### config.mk
export PLATFORM = sky130hd
export DESIGN_NAME = burst_col_gen
export DESIGN_NICKNAME = d
export VERILOG_FILES = /design/src/rtl/bcg_pkg.sv /design/src/rtl/bcg_len_decode.sv /design/src/rtl/bcg_next_addr.sv /design/src/rtl/burst_col_gen.sv
export SDC_FILE = /design/constraint.sdc
export NUM_CORES = 1
export LEC_CHECK = 0
export CORE_MARGIN = 2
export CORE_UTILIZATION = 35
export DETAILED_ROUTE_END_ITERATION = 8
export PLACE_DENSITY = 0.68
export SYNTH_ARGS = -nofsm -noshare
export SYNTH_HDL_FRONTEND = slang
export SYNTH_SLANG_ARGS = --single-unit
export TNS_END_PERCENT = 100
### constraint.sdc
create_clock -name clk -period 1.5 [get_ports clk]
set_input_delay 0.225 -clock clk [delete_from_list [all_inputs] [get_ports clk]]
set_output_delay 0.225 -clock clk [all_outputs]
set_load 0.01 [all_outputs]
### src/rtl/bcg_pkg.sv
package bcg_pkg;
  // Length code values; anything not listed acts as a single beat.
  typedef enum logic [2:0] {
    BL_1    = 3'b000,
    BL_2    = 3'b001,
    BL_4    = 3'b010,
    BL_8    = 3'b011,
    BL_PAGE = 3'b111
  } bl_code_e;

  // Longest fixed burst is 8 beats.
  localparam int BEAT_W = 3;
endpackage

### src/rtl/bcg_len_decode.sv
module bcg_len_decode #(
  parameter int COL_W = 10
) (
  input  logic [2:0]       code_i,
  output logic [COL_W-1:0] mask_o,
  output logic             page_o
);
  import bcg_pkg::*;

  logic [1:0] lg;

  always_comb begin
    page_o = 1'b0;
    lg     = 2'd0;
    case (bl_code_e'(code_i))
      BL_1:    lg = 2'd0;
      BL_2:    lg = 2'd1;
      BL_4:    lg = 2'd2;
      BL_8:    lg = 2'd3;
      BL_PAGE: page_o = 1'b1;
      default: lg = 2'd0;
    endcase
  end

  // One mask bit per column bit: set inside the burst-aligned block.
  for (genvar i = 0; i < COL_W; i++) begin : g_mask
    assign mask_o[i] = page_o | (i < int'(lg));
  end
endmodule

### src/rtl/bcg_next_addr.sv
module bcg_next_addr #(
  parameter int COL_W  = 10,
  parameter int BEAT_W = 3
) (
  input  logic [COL_W-1:0]  cur_i,
  input  logic [COL_W-1:0]  base_i,
  input  logic [BEAT_W-1:0] beat_nxt_i,
  input  logic [COL_W-1:0]  mask_i,
  input  logic              xor_i,
  output logic [COL_W-1:0]  nxt_o
);
  localparam int PAD_W = COL_W - BEAT_W;

  logic [COL_W-1:0] beat_ext;
  logic [COL_W-1:0] seq_low;
  logic [COL_W-1:0] xor_low;

  assign beat_ext = {{PAD_W{1'b0}}, beat_nxt_i};
  assign seq_low  = (cur_i + 1'b1) & mask_i;
  assign xor_low  = (base_i ^ beat_ext) & mask_i;
  assign nxt_o    = (cur_i & ~mask_i) | (xor_i ? xor_low : seq_low);
endmodule

### src/rtl/burst_col_gen.sv
module burst_col_gen #(
  parameter int COL_W = 10
) (
  input  logic             clk,
  input  logic             rst_n,
  input  logic             start_i,
  input  logic [COL_W-1:0] start_col_i,
  input  logic [2:0]       len_code_i,
  input  logic             interleave_i,
  input  logic             adv_i,
  input  logic             term_i,
  output logic [COL_W-1:0] col_o,
  output logic             valid_o,
  output logic             last_o
);
  import bcg_pkg::*;

  logic [COL_W-1:0]  dec_mask;
  logic              dec_page;
  logic [COL_W-1:0]  col_q, base_q, mask_q, col_nxt;
  logic [BEAT_W-1:0] beat_q, beat_nxt;
  logic              valid_q, page_q, xor_q;
  logic              end_beat;

  bcg_len_decode #(.COL_W(COL_W)) u_dec (
    .code_i (len_code_i),
    .mask_o (dec_mask),
    .page_o (dec_page)
  );

  assign beat_nxt = beat_q + 1'b1;

  bcg_next_addr #(.COL_W(COL_W), .BEAT_W(BEAT_W)) u_nxt (
    .cur_i      (col_q),
    .base_i     (base_q),
    .beat_nxt_i (beat_nxt),
    .mask_i     (mask_q),
    .xor_i      (xor_q),
    .nxt_o      (col_nxt)
  );

  assign end_beat = !page_q && (beat_q == mask_q[BEAT_W-1:0]);

  always_ff @(posedge clk) begin
    if (!rst_n) begin
      valid_q <= 1'b0;
      col_q   <= '0;
      base_q  <= '0;
      mask_q  <= '0;
      beat_q  <= '0;
      page_q  <= 1'b0;
      xor_q   <= 1'b0;
    end else if (start_i) begin
      valid_q <= 1'b1;
      col_q   <= start_col_i;
      base_q  <= start_col_i;
      mask_q  <= dec_mask;
      beat_q  <= '0;
      page_q  <= dec_page;
      xor_q   <= interleave_i && !dec_page;
    end else if (valid_q) begin
      if (term_i) begin
        valid_q <= 1'b0;
      end else if (adv_i) begin
        if (end_beat) begin
          valid_q <= 1'b0;
        end else begin
          col_q  <= col_nxt;
          beat_q <= beat_nxt;
        end
      end
    end
  end

  assign col_o   = col_q;
  assign valid_o = valid_q;
  assign last_o  = valid_q && (end_beat || term_i);
endmodule

==> impl_metrics.ini <==
[clocking]
clockRootBuffer = clkbuf_8
path_clk_slew_ns = 0.06
insertion_delay_ns = 0.28
cts_tree = yes
cts.sinks = 29
cts-buffers-inserted = 5
cts_hold_buf = 0
h-tree-depth = 2
max-clock-path-buffers = 2

[power]
power.leakage_nw = 0.930
power.total_mw = 1.81
peakVddDrop_mv = 0.406
pwr_density_cell_nw_per_um2 = 798

[timing]
final_max_slew_viol_count = 0
max_freq_mhz = 611
fin_skew_ns = 0.00510
period_needed_ns = 1.64
period_share_pct = 109
final-setup-viol-count = 5
final_hold_viol_count = 0
slew_headroom_pct = 60.3
tightest_slew_ns = 0.595
timing.hold.ws_ns = 0.402
rsz0062_at_grt = true
fin_ws_ns = -0.137

[logic_synthesis]
dominantRegCellSynth = dfxtp_1
yosysSeqAreaShare_pct = 37.3
synth_top_area_share_pct = 37.3
synth_area_leader_cell = dfxtp_1
syn_inst = 191
synth_area_sq_um = 1560
synth_edf_count = 0
synth_cell_types = 44
ys_async_sr_fraction_pct = 0
synth-seq-cells = 29
syn_avg_cell_area_sq_um = 8.14
yosys-top-cells-area = dfxtp_1 37%, a21oi_1 4.8%, nor2_1 4.6%
yosysWarnings = 0
synth_nets = 212

[die]
die_area_sq_um = 4990
die_h_um = 70.7
die_x_um = 70.7
ios = 31
coreArea_sq_um = 4320
rows = 24
start_util_pct = 36.0

[detailed_routing]
routed_via_density = 5.33
drt_iter0_markers = 74
drc_errors = 0
ant_nets = 0
drt_wl_total_mm = 4.30
num_vias = 1594
dr.pass1.iters = 4
wl_per_cell_um = 14.4

[layout]
drive_above_1_share_pct = 23.1
antenna_cells = 0
nets = 267
fin_util_pct = 52.4
area.growth.synth_to_final_pct = 45.6
fin_cells = 299
fill_cells = 419
layout_common_cells = 25 x clkdlybuf4s50_1, 25 x buf_4, 19 x nor2_1, 17 x dfxtp_1, 15 x a21oi_1

[worst_setup_path]
crit_path_start_kind = flop
crit_buf_inv = 1
cp_common_cell = nor2_1
crit_chain = xor2_1 > nor4_2 > nor2_1 > nor2_1 > buf_2
worstSetupPathType = flop to output port
crit_path_top_delay_cell = dfxtp_2
crit_family = simple AND/OR/NAND/NOR gates
slowest_delay_ns = 0.33
endpoint_kind = output port
worstPathArrival_ns = 1.41
critPathMaxFanout = 3
critical_path_required_ns = 1.27

[worst_hold_path]
hp-class = input port to flop

[place]
pre_cts_ws_ns = -0.329
io_buffers = 30
dp_hpwl_mm = 3.12
dp.cells = 290
place_congestion = 0.857

[global_route]
overflow = 0
grt_max_degree = 23
grt_pass1_vias = 1584
antenna_found_initial = 0
gr-usage-all-layers_pct = 18.2
grt_pass1_wl_mm = 7.20

[status]
status = finished, violations left
violations = negative setup slack

[flow_run]
cap_viol_max_count = 0
[power breakdown]
group          total (mW)  leakage (nW)  switching, mW  internal [mW]
clock               0.610        0.0450          0.290          0.320
combinational       0.337         0.641          0.151          0.185
sequential          0.859         0.243         0.0459          0.813
total                1.81         0.930          0.487           1.32
[worst paths after layout]
path / startpoint / end / slack, ns / cells past startpoint
setup reg to reg: beat_q[1] / flop / -0.12 / 5
setup / recovery: mask_q[2] / last_o / -0.14 / 5
hold / removal: adv_i / valid_o / 0.40 / 3
hold reg to reg: base_q[5] / base_q[5] / 0.49 / 2
[Yosys cell counts, types with 3 or more instances]
cell type / n
xnor2_1: 6
mux2i_1: 6
o211ai_1: 4
a21oi_1: 15
nor3_1: 4
nor2_1: 19
inv_1: 3
dfxtp_1: 29
and2_1: 6
nand2_1: 11
nand3_1: 12
and3_1: 4
nand2b_1: 3
o21ai_0: 12
nor2b_1: 3
xor2_1: 5
clkbuf_1: 7
or3_1: 3
a31oi_1: 5
[worst min-delay path, cell delays in order]
cell and delay (ns):
dlymetal6s2s_1 0.19, a211o_1 0.16, a21oi_1 0.06
[repair_timing]
item                                    in CTS  in global routing
endpoints found under the setup margin      16                 15
hold endpoints to repair                     0                  0
cloned                                       0                  0
resized for setup                           23                 11
pin swaps                                    4                  5
setup buffers                                1                  0
[area by class of cell]
| cell class | count | area [sq um] | area share (%) |
|---|---|---|---|
| clock buffers | 6 | 72.6 | 3.20 |
| flip-flops and latches | 29 | 598 | 26.4 |
| inverters | 4 | 15.0 | 0.663 |
| repair buffers | 58 | 519 | 22.9 |
| clock inverters | 2 | 10.0 | 0.442 |
| well taps | 52 | 65.1 | 2.87 |
| multi-input cells | 148 | 985 | 43.5 |
[per-layer routing]
metal | vias to the layer above | global-route usage (%) | routed length [um]
met5 | - | 0 | 0
met4 | 0 | 8.81 | 117
met3 | 10 | 4.56 | 193
met2 | 45 | 28.8 | 1980
met1 | 731 | 23.3 | 2000
li1 | 808 | - | -
[per-stage QoR]
stage,TNS [ns],cell area (sq um)
after floorplan,0,1560
after global placement,-2.84,2080
after detailed placement,-2.95,2080
after CTS,-0.339,2230
after global routing,-0.801,2260
final,-0.437,2260
[cells by family (layout without fill, tap and decap cells)]
family / Yosys count / in the layout / share of synthesized area, %
adder cells (fa/ha/maj): 2 / 2 / 1.61
AND/OR/NAND/NOR: 76 / 76 / 25.7
multiplexers: 6 / 6 / 3.86
AO/OA/AOI/OAI: 53 / 53 / 21.7
buffers and inverters: 14 / 70 / 3.62
XOR/XNOR: 11 / 11 / 6.19
flip-flops: 29 / 29 / 37.3
(Power assumes the default switching activity.)
